<file path="config.mk">
export PLATFORM = sky130hd
export DESIGN_NAME = gather_useq
export DESIGN_NICKNAME = d
export VERILOG_FILES = /design/src/rtl/gus_pkg.sv /design/src/rtl/gus_walk.sv /design/src/rtl/gus_uop_fmt.sv /design/src/rtl/gather_useq.sv
export SDC_FILE = /design/constraint.sdc
export NUM_CORES = 1
export LEC_CHECK = 0
export BUFFER_PORTS_ARGS = -buffer_cell sky130_fd_sc_hd__buf_2
export CAP_MARGIN = 10
export CORE_MARGIN = 3
export CORE_UTILIZATION = 40
export CTS_CLUSTER_SIZE = 25
export DETAILED_ROUTE_END_ITERATION = 10
export MAX_ROUTING_LAYER = met4
export PLACE_DENSITY = 0.7
export SLEW_MARGIN = 40
export SYNTH_ARGS = -nofsm -noshare
export SYNTH_HDL_FRONTEND = slang
export SYNTH_SLANG_ARGS = --single-unit
</file>
<file path="constraint.sdc">
create_clock -name clk -period 2.5 [get_ports clk]
set_input_delay 0.25 -clock clk [delete_from_list [all_inputs] [get_ports clk]]
set_output_delay 0.25 -clock clk [all_outputs]
set_load 0.05 [all_outputs]
</file>
<file path="src/rtl/gus_pkg.sv">
package gus_pkg;
   localparam int REG_AW     = 5;
   localparam int LMUL_CW    = 2;
   localparam int MAX_LMUL   = 1 << ((1 << LMUL_CW) - 1);
   localparam int OFF_W      = $clog2(MAX_LMUL);

   typedef logic [REG_AW-1:0] vreg_t;
   typedef logic [OFF_W-1:0]  voff_t;

   function automatic voff_t lmul_last(input logic [LMUL_CW-1:0] code);
      return voff_t'((1 << code) - 1);
   endfunction
endpackage

</file>
<file path="src/rtl/gus_walk.sv">
module gus_walk #(
   parameter int OFF_W = 3,
   parameter int STEP  = 1
) (
   input  logic             clk,
   input  logic             rst_n,
   input  logic             start,
   input  logic [OFF_W-1:0] nm1,
   input  logic             adv,
   output logic             busy,
   output logic [OFF_W-1:0] d,
   output logic [OFF_W-1:0] s,
   output logic             grp_last,
   output logic             ins_last
);
   localparam int SW = OFF_W + 1;

   if (STEP < 1 || STEP > 2) begin : g_bad_step
      $error("gus_walk: STEP must be 1 or 2");
   end

   logic [SW-1:0] s_nxt_w;

   assign s_nxt_w  = {1'b0, s} + SW'(STEP);
   assign grp_last = s_nxt_w > {1'b0, nm1};
   assign ins_last = grp_last && (d == nm1);

   always_ff @(posedge clk or negedge rst_n) begin
      if (!rst_n) begin
         busy <= 1'b0;
         d    <= '0;
         s    <= '0;
      end else if (start) begin
         busy <= 1'b1;
         d    <= '0;
         s    <= '0;
      end else if (adv) begin
         if (grp_last) begin
            s <= '0;
            if (ins_last) busy <= 1'b0;
            else          d    <= d + 1'b1;
         end else begin
            s <= s_nxt_w[OFF_W-1:0];
         end
      end
   end

   // inside one destination the slice advances by the step and d holds
   a_r2_slice_step: assert property (@(posedge clk) disable iff (!rst_n)
      (adv && busy && !grp_last) |=> (s == $past(s) + OFF_W'(STEP)) && (d == $past(d)));
   // leaving a destination restarts the slice at zero
   a_r6_group_restart: assert property (@(posedge clk) disable iff (!rst_n)
      (adv && busy && grp_last && !ins_last) |=> (s == '0) && (d == $past(d) + 1'b1));
endmodule

</file>
<file path="src/rtl/gus_uop_fmt.sv">
module gus_uop_fmt #(
   parameter int REG_AW   = 5,
   parameter int OFF_W    = 3,
   parameter bit PAIR_SRC = 1'b0,
   parameter int MASK_REG = 0
) (
   input  logic [REG_AW-1:0] bd,
   input  logic [REG_AW-1:0] bs,
   input  logic [REG_AW-1:0] bi,
   input  logic [OFF_W-1:0]  d,
   input  logic [OFF_W-1:0]  s,
   input  logic [OFF_W-1:0]  nm1,
   input  logic              mask_en,
   output logic [REG_AW-1:0] vd,
   output logic [REG_AW-1:0] vs0,
   output logic [REG_AW-1:0] vs1,
   output logic              vs1_vld,
   output logic [REG_AW-1:0] vidx,
   output logic [REG_AW-1:0] vold,
   output logic [REG_AW-1:0] vmask,
   output logic              vmask_vld
);
   if (REG_AW < OFF_W) begin : g_bad_aw
      $error("gus_uop_fmt: register field narrower than offset");
   end

   always_comb begin
      vd        = bd + REG_AW'(d);
      vs0       = bs + REG_AW'(s);
      vidx      = bi + REG_AW'(d);
      vold      = vd;
      vmask     = REG_AW'(MASK_REG);
      vmask_vld = mask_en;
   end

   if (PAIR_SRC) begin : g_pair
      logic [OFF_W:0] s_up;
      assign s_up    = {1'b0, s} + 1'b1;
      assign vs1     = bs + REG_AW'(s) + 1'b1;
      assign vs1_vld = s_up <= {1'b0, nm1};
   end else begin : g_single
      assign vs1     = '0;
      assign vs1_vld = 1'b0;
   end
endmodule

</file>
<file path="src/rtl/gather_useq.sv">
module gather_useq
   import gus_pkg::*;
#(
   parameter bit PAIR_SRC = 1'b0,
   parameter int MASK_REG = 0
) (
   input  logic              clk,
   input  logic              rst_n,
   input  logic              in_valid,
   output logic              in_ready,
   input  logic [REG_AW-1:0] in_vd,
   input  logic [REG_AW-1:0] in_vs,
   input  logic [REG_AW-1:0] in_vi,
   input  logic [LMUL_CW-1:0] in_lmul,
   input  logic              in_mask_en,
   output logic              out_valid,
   input  logic              out_ready,
   output logic [REG_AW-1:0] out_vd,
   output logic [REG_AW-1:0] out_vs0,
   output logic [REG_AW-1:0] out_vs1,
   output logic              out_vs1_vld,
   output logic [REG_AW-1:0] out_vidx,
   output logic [REG_AW-1:0] out_vold,
   output logic [REG_AW-1:0] out_vmask,
   output logic              out_vmask_vld,
   output logic [OFF_W-1:0]  out_slice,
   output logic              out_first,
   output logic              out_last,
   output logic              busy,
   output logic              done
);
   localparam int STEP  = PAIR_SRC ? 2 : 1;
   localparam int CNT_W = 2 * OFF_W + 1;

   if (MASK_REG < 0 || MASK_REG >= (1 << REG_AW)) begin : g_bad_mask
      $error("gather_useq: MASK_REG out of range");
   end

   vreg_t bd_q, bs_q, bi_q;
   voff_t nm1_q;
   logic  mask_q;
   voff_t d_w, s_w;
   logic  grp_last_w, ins_last_w, start_w, fire_w;

   assign in_ready  = !busy;
   assign start_w   = in_valid && in_ready;
   assign out_valid = busy;
   assign fire_w    = out_valid && out_ready;

   always_ff @(posedge clk or negedge rst_n) begin
      if (!rst_n) begin
         bd_q   <= '0;
         bs_q   <= '0;
         bi_q   <= '0;
         nm1_q  <= '0;
         mask_q <= 1'b0;
      end else if (start_w) begin
         bd_q   <= in_vd;
         bs_q   <= in_vs;
         bi_q   <= in_vi;
         nm1_q  <= lmul_last(in_lmul);
         mask_q <= in_mask_en;
      end
   end

   gus_walk #(.OFF_W(OFF_W), .STEP(STEP)) walk_i (
      .clk(clk), .rst_n(rst_n), .start(start_w), .nm1(nm1_q), .adv(fire_w),
      .busy(busy), .d(d_w), .s(s_w), .grp_last(grp_last_w), .ins_last(ins_last_w)
   );

   gus_uop_fmt #(.REG_AW(REG_AW), .OFF_W(OFF_W), .PAIR_SRC(PAIR_SRC), .MASK_REG(MASK_REG)) fmt_i (
      .bd(bd_q), .bs(bs_q), .bi(bi_q), .d(d_w), .s(s_w), .nm1(nm1_q), .mask_en(mask_q),
      .vd(out_vd), .vs0(out_vs0), .vs1(out_vs1), .vs1_vld(out_vs1_vld),
      .vidx(out_vidx), .vold(out_vold), .vmask(out_vmask), .vmask_vld(out_vmask_vld)
   );

   assign out_slice = s_w;
   assign out_first = busy && (s_w == '0);
   assign out_last  = busy && grp_last_w;
   assign done      = fire_w && ins_last_w;

   // Independent tally of handshakes for the count property
   logic [CNT_W-1:0] emitted_q;
   logic [CNT_W-1:0] expect_w;
   always_ff @(posedge clk or negedge rst_n) begin
      if (!rst_n)       emitted_q <= '0;
      else if (start_w) emitted_q <= '0;
      else if (fire_w)  emitted_q <= emitted_q + 1'b1;
   end
   assign expect_w = CNT_W'((int'(nm1_q) + 1) * ((int'(nm1_q) + STEP) / STEP));

   // the final handshake is the expected count
   a_r1_uop_count: assert property (@(posedge clk) disable iff (!rst_n)
      done |-> (emitted_q + 1'b1) == expect_w);
   // a stalled micro-op is held
   a_r7_stall_hold: assert property (@(posedge clk) disable iff (!rst_n)
      (out_valid && !out_ready) |=> out_valid && $stable(out_vd) && $stable(out_vs0)
                                    && $stable(out_vidx) && $stable(out_slice));
   // index register is constant within one destination
   a_r3_index_fixed: assert property (@(posedge clk) disable iff (!rst_n)
      (fire_w && !out_last) |=> out_vidx == $past(out_vidx) && out_vd == $past(out_vd));
   // mask use follows the accepted instruction
   a_r5_mask_follow: assert property (@(posedge clk) disable iff (!rst_n)
      start_w |=> out_vmask_vld == $past(in_mask_en));
   // done only on a destination's last micro-op, followed by idle
   a_r6_done_last: assert property (@(posedge clk) disable iff (!rst_n)
      done |-> out_last ##1 !out_valid);
   // a busy sequencer refuses input
   a_r8_no_accept: assert property (@(posedge clk) disable iff (!rst_n)
      (busy && !done) |=> busy);
endmodule

</file>
Word level (Yosys, flattened, before mapping)
Cells that the tools add are included.
{"block": "classes", "n_addsub": 6, "multipliers": 0, "n_div": 0, "magnitude_cmp": 1, "eq_ne": 2, "shift": 1, "muxes": 11, "bitwise": 0, "n_reduce_logical": 13}
{"cell": "3-bit two-way mux", "n": 7}
{"cell": "5-bit by 3-bit adder with 5-bit output", "n": 3}
{"cell": "1-bit logical AND", "n": 6}
{"cell": "3-bit AND reduction", "n": 2}
{"cell": "2-bit nonzero test", "n": 3}
{"cell": "3-bit by 1-bit adder with 4-bit output (second input constant)", "n": 1}
{"cell": "4-bit by 3-bit > comparator with 1-bit output", "n": 1}
{"cell": "1-bit two-way mux", "n": 4}
{"cell": "3-bit by 1-bit adder with 3-bit output (second input constant)", "n": 1}
{"cell": "3-bit equality test", "n": 1}
{"cell": "3-bit zero test", "n": 1}
{"cell": "1-bit by 2-bit left shift with 3-bit output (first input constant)", "n": 1}
{"cell": "3-bit by 2-bit subtractor with 3-bit output (second input constant)", "n": 1}
{"cell": "2-bit by 1-bit != test with 1-bit output (second input constant)", "n": 1}
{"cell": "1-bit zero test", "n": 1}
{"block": "word_totals", "register_bits": 26, "latchBits": 0, "ram_bits": 0, "mem_bits_ro": 0, "input_bits": 22, "out_inout_bits": 41, "wordCells": 42, "memories": 0}

Logic depth before layout (Yosys ltp)
{"block": "depth", "ltp_word": 7, "depth_mapped": 8, "mapped_depth_nobuf": 8}

Hierarchy
A second synthesis with hierarchy kept.
{"block": "unflattened", "cells_unflattened": 163, "hier_area_um2": 1824.2}
{"mod": "gather_useq", "instances": 1, "cells_each": 51, "area_per_inst_um2": 837.1, "seq_area_each_um2": 475.5}
{"mod": "gus_uop_fmt", "instances": 1, "cells_each": 59, "area_per_inst_um2": 518.0, "seq_area_each_um2": 0.0}
{"mod": "gus_walk", "instances": 1, "cells_each": 53, "area_per_inst_um2": 469.2, "seq_area_each_um2": 175.2}

Least setup slack after synthesis
OpenSTA, ideal clock, no wires.
{"block": "synth_path", "path_kind": "flip-flop to output port", "from": "reg walk_i.s[1]", "to": "out done", "t_arrival_ps": 2619, "required_ps": 2250, "path_slack_ps": -369, "path_stages_with_launch": 9, "n_path_buf": 0, "path_cell_list": "dfrtp_1 -> inv_1 -> ha_1 -> ha_1 -> nand3_1 -> o21ai_0 -> o21ai_2 -> nand2_1 -> nor2_1"}
{"block": "synth_between", "elab_chain_len": 4}
{"item": "start: declaration", "line": "gus_walk.sv:12", "text": "output logic [OFF_W-1:0] s,"}
{"item": "start signal: assignment", "line": "gus_walk.sv:43", "text": "s <= s_nxt_w[OFF_W-1:0];"}
{"item": "3-bit by 1-bit adder with 4-bit output", "line": "gus_walk.sv:24", "text": "assign s_nxt_w = {1'b0, s} + SW'(STEP);"}
{"item": "4-bit by 3-bit > comparator with 1-bit output", "line": "gus_walk.sv:25", "text": "assign grp_last = s_nxt_w > {1'b0, nm1};"}
{"item": "1-bit logical AND", "line": "gus_walk.sv:26", "text": "assign ins_last = grp_last && (d == nm1);"}
{"item": "1-bit logical AND", "line": "gather_useq.sv:80", "text": "assign done = fire_w && ins_last_w;"}
{"item": "end: declaration", "line": "gather_useq.sv:30", "text": "output logic done"}
No other way between the ends.

Worst setup path in the final report
{"block": "layout_path", "from": "reg walk_i.s[0]", "to": "out out_last"}
{"block": "layout_between", "elab_chain_len": 3}
{"item": "3-bit by 1-bit adder with 4-bit output", "line": "gus_walk.sv:24"}
{"item": "4-bit by 3-bit > comparator with 1-bit output", "line": "gus_walk.sv:25"}
{"item": "1-bit logical AND", "line": "gather_useq.sv:79", "text": "assign out_last = busy && grp_last_w;"}
{"item": "end: declaration", "line": "gather_useq.sv:28", "text": "output logic out_last,"}
No other way between the ends.

==> metrics list <==
- The flow ran to the end, and the final reports show no timing, DRC or antenna violations.
* Global placer's final weighted congestion: slightly below 0.8
- Mean Syn Cell Area: between 10 and 15 sq um
* Crit. path cell count: 7
- Worst EP required: ~2.3 ns
- Non-filler cells in the finished layout: between 200 and 300
- STA classifies the critical path startpoint as a flop.
- Post-Place Cell Area: between 0.0015 and 0.002 sq mm
* Worst Path Max Fanout: 3
- After detailed routing, the number of vias per cell comes to approximately 4.8.
* Period minus WS final: around 2.4 ns
- For this design, the sink count on the clock tree is 26.
* Category of the critical setup timing path: reg -> out
- Final Hold Fails: 0
- The detailed router placed about 1300 vias in this run.
* Flop2flop setup slack: about 0.36 ns
* Horiz. Die Dim: between 70 and 80 microns
* Slowest stage cell on the critical path: dfrtp_1
* Total number of yosys warnings: 0
* Chain of cells forming the critical path: inv_1, ha_1, ha_1, a211oi_2, o21ai_2, and2_2, buf_4
* Final-report max-slew violation count: 0
* Total routed wirelength: approximately 3200 microns
* CP max stage delay: 0.39 ns
- Portion of synthesized cell area occupied by the leading cell type: 0.383
- Sequential-to-total area share from yosys stat: 0.383
* Clock tree from TritonCTS: built
* Flip-flop and latch count after synthesis: 26
* Number of port buffers: 51
- Number of violations reported at the end of detailed-routing iteration 0: 32
- For this run, the detailed router's first-pass iteration total came to 4.
- Number of cells traversed by the worst register-to-register path: 8
- Layout Area Growth over Synthesis: 22.0%
- Of the cells placed in the final design, the portion with a size suffix greater than 1 is 0.413.
* Initial antenna violation count: 0
- Crit path capture type: primary output
* DIE AREA: roughly 0.0051 sq mm
* Number of different library cells in the post-synthesis netlist: 28
* Post-DP HPWL: roughly 2500 microns
- The synthesized design spends more area on one cell type than any other, namely dfrtp_1.
- Final worst path period share: 0.954
- Row Count: 23
- Worst min path class: in -> reg
- Ranked by total cell area, the synthesized netlist is headed by dfrtp_1 (38%), ha_1 (11%), mux2_2 (8.6%).
* Wire length of the first global-routing pass: roughly 5700 microns
- Maximum number of pins on one net before global-route repair: 30
- Following the worst setup path forward leads to its endpoint at out_last.
- For the pin with the worst max-slew slack, the measured transition is about 0.59 ns.
* End of the worst register-to-register path: walk_i.d[1]
* CP most frequent cell: ha_1
- With fillers left out, the area of the finished cells amounts to ~0.0021 sq mm.
- Per-cell routed wire length: roughly 12 microns
* Clock transition at the registers of the reported paths: 0.09 ns
- Setup crit start: walk_i.s[0]
* Buffer and inverter count on the worst path: 2
- TritonCTS Buffers: 3
* GR Overflow Total: 0
- Number of levels in the clock H-tree: 1
- Based on the critical path, the design can be clocked at up to 419 MHz.
- Vert. Die Dim: between 70 and 80 microns
* Syn Inst Count: between 150 and 200
- Setup violations remaining at the end of the flow were counted as 0.
- The tool flagged a number of max-cap violations equal to 0.
- Data on the critical path arrives at its endpoint at roughly 2.1 ns.
- Residual antenna-violating net count after detailed routing: 0
- For the worst-skew pair, the clock arrives at the later sink with an insertion delay of 0.28 ns.
- 63 I/O pins were placed.
- The number of global-route vias before repair came to ~1200.
* CTS root buf: clkbuf_8
* Starting density of the core: 0.418
- For this run, the total global-route usage over all layers was measured as 0.143.
- The repair_antennas step left the layout with diodes totalling 0.
* Dominant delay contributor by cell family on the critical path: adder cells
* Maximum clock skew at final layout: roughly 0.0053 ns
- In this run the standard cell core region covers 0.00406 sq mm.
- In this run the critical register-to-register path is launched from walk_i.s[0].
- Post-layout nets: between 200 and 300
- The longest clock path from root to sink contains 2 buffers.
- Measured against its own limit, the worst slew margin works out to 0.607.
- Summing every instance area after synthesis gives about 0.0017 sq mm.
* Number of remaining DRC errors: 0
- Placed instance count: between 200 and 300
==> per-stage QoR <==
stage / utilization / setup slack (ns) / setup TNS [ns] / hold WS [ns]
4_1_cts: 0.503 / 0.0209 / 0 / 0.164
6_report: 0.510 / 0.115 / 0 / 0.165
3_5_place_dp: 0.484 / 0.107 / 0 / 0.298
5_1_grt: 0.510 / -0.0164 / -0.0269 / 0.172
2_1_floorplan: - / -0.155 / -0.155 / -0.0456
3_3_place_gp: 0.484 / 0.189 / 0 / 0.292
==> registers in the layout, summed over array words and instances (netlist names) <==
register     count
bd_q             5
bi_q             5
bs_q             5
mask_q           1
nm1_q            3
walk_i.busy      1
walk_i.d         3
walk_i.s         3
==> layout make-up <==
cell class              count  area (sq um)
multi-input cells         113           913
flip-flops and latches     26           653
clock buffers               4          55.1
repair buffers             57           319
fillers                   371          1990
inverters                  18          67.6
well taps                  50          62.6
==> worst min-delay path by stage <==
stage	startpoint	end	cells past startpoint
2_1_floorplan	rst_n	bd_q[0]	0
3_3_place_gp	rst_n	bs_q[0]	1
3_5_place_dp	rst_n	bs_q[0]	1
4_1_cts	in_vs[1]	bs_q[1]	3
5_1_grt	in_vi[1]	bi_q[1]	3
6_report	in_vs[1]	bs_q[1]	3
==> cells by family after synthesis <==
logic type,after synthesis,synth area share
xor+xnor,13,0.0671
flops,26,0.383
compound gates,26,0.0973
simple gates,31,0.0855
mux,14,0.0951
buf+inv,38,0.124
fa+ha+maj,18,0.146
other cells,1,0.00221
==> metal layers <==
metal	part of all wire	vias to the layer above	track usage
met4	0.019	0	0.0564
met3	0.052	5	0.0213
met5	0	-	-
met1	0.45	611	0.187
met2	0.48	40	0.223
li1	-	624	-
==> cells in the mapped netlist, drive strengths merged <==
master	n
ha	15
xor2	1
buf	19
nand3	5
fa	3
o22a	1
inv	18
and2	3
mux2	14
o21ai	14
a21oi	4
a211oi	1
nand2	13
dfrtp	26
xnor2	12
a211o	1
a21o	3
o211ai	1
conb	1
clkbuf	1
a311o	1
nor2b	4
nor2	6
==> what timing repair did <==
action                                  4_1_cts  5_1_grt
gates resized for setup                       3        9
hold buffers                                  1        0
setup buffers                                 1        1
endpoints found under the setup margin        2        6
endpoints found under the hold margin        26        0
pin swaps                                     1        3
==> worst min-delay path: stages <==
cell     delay (ns)
buf_2          0.08
nand2_1        0.03
o21ai_0        0.05
==> cell usage in the layout, fill, tap and decap left out, types with 2 or more instances in the layout <==
cell type / netlist / layout
ha_1: 15 / 14
o21ai_0: 12 / 11
nand2_1: 13 / 13
dfrtp_1: 26 / 24
inv_1: 18 / 17
clkbuf_4: 0 / 3
nor2b_1: 4 / 3
clkbuf_8: 0 / 4
o21ai_1: 1 / 2
buf_4: 17 / 6
buf_2: 2 / 46
mux2_2: 13 / 13
nand3_1: 5 / 5
xnor2_1: 12 / 9
xnor2_2: 0 / 3
nor2_1: 6 / 5
dfrtp_2: 0 / 2
and2_4: 2 / 2
conb_1: 1 / 11
a21oi_1: 4 / 4
fa_1: 3 / 3
a21o_1: 3 / 3
Power is not shown: default switching activity piles up to over one toggle a cycle in this logic, so the estimate is an artifact.
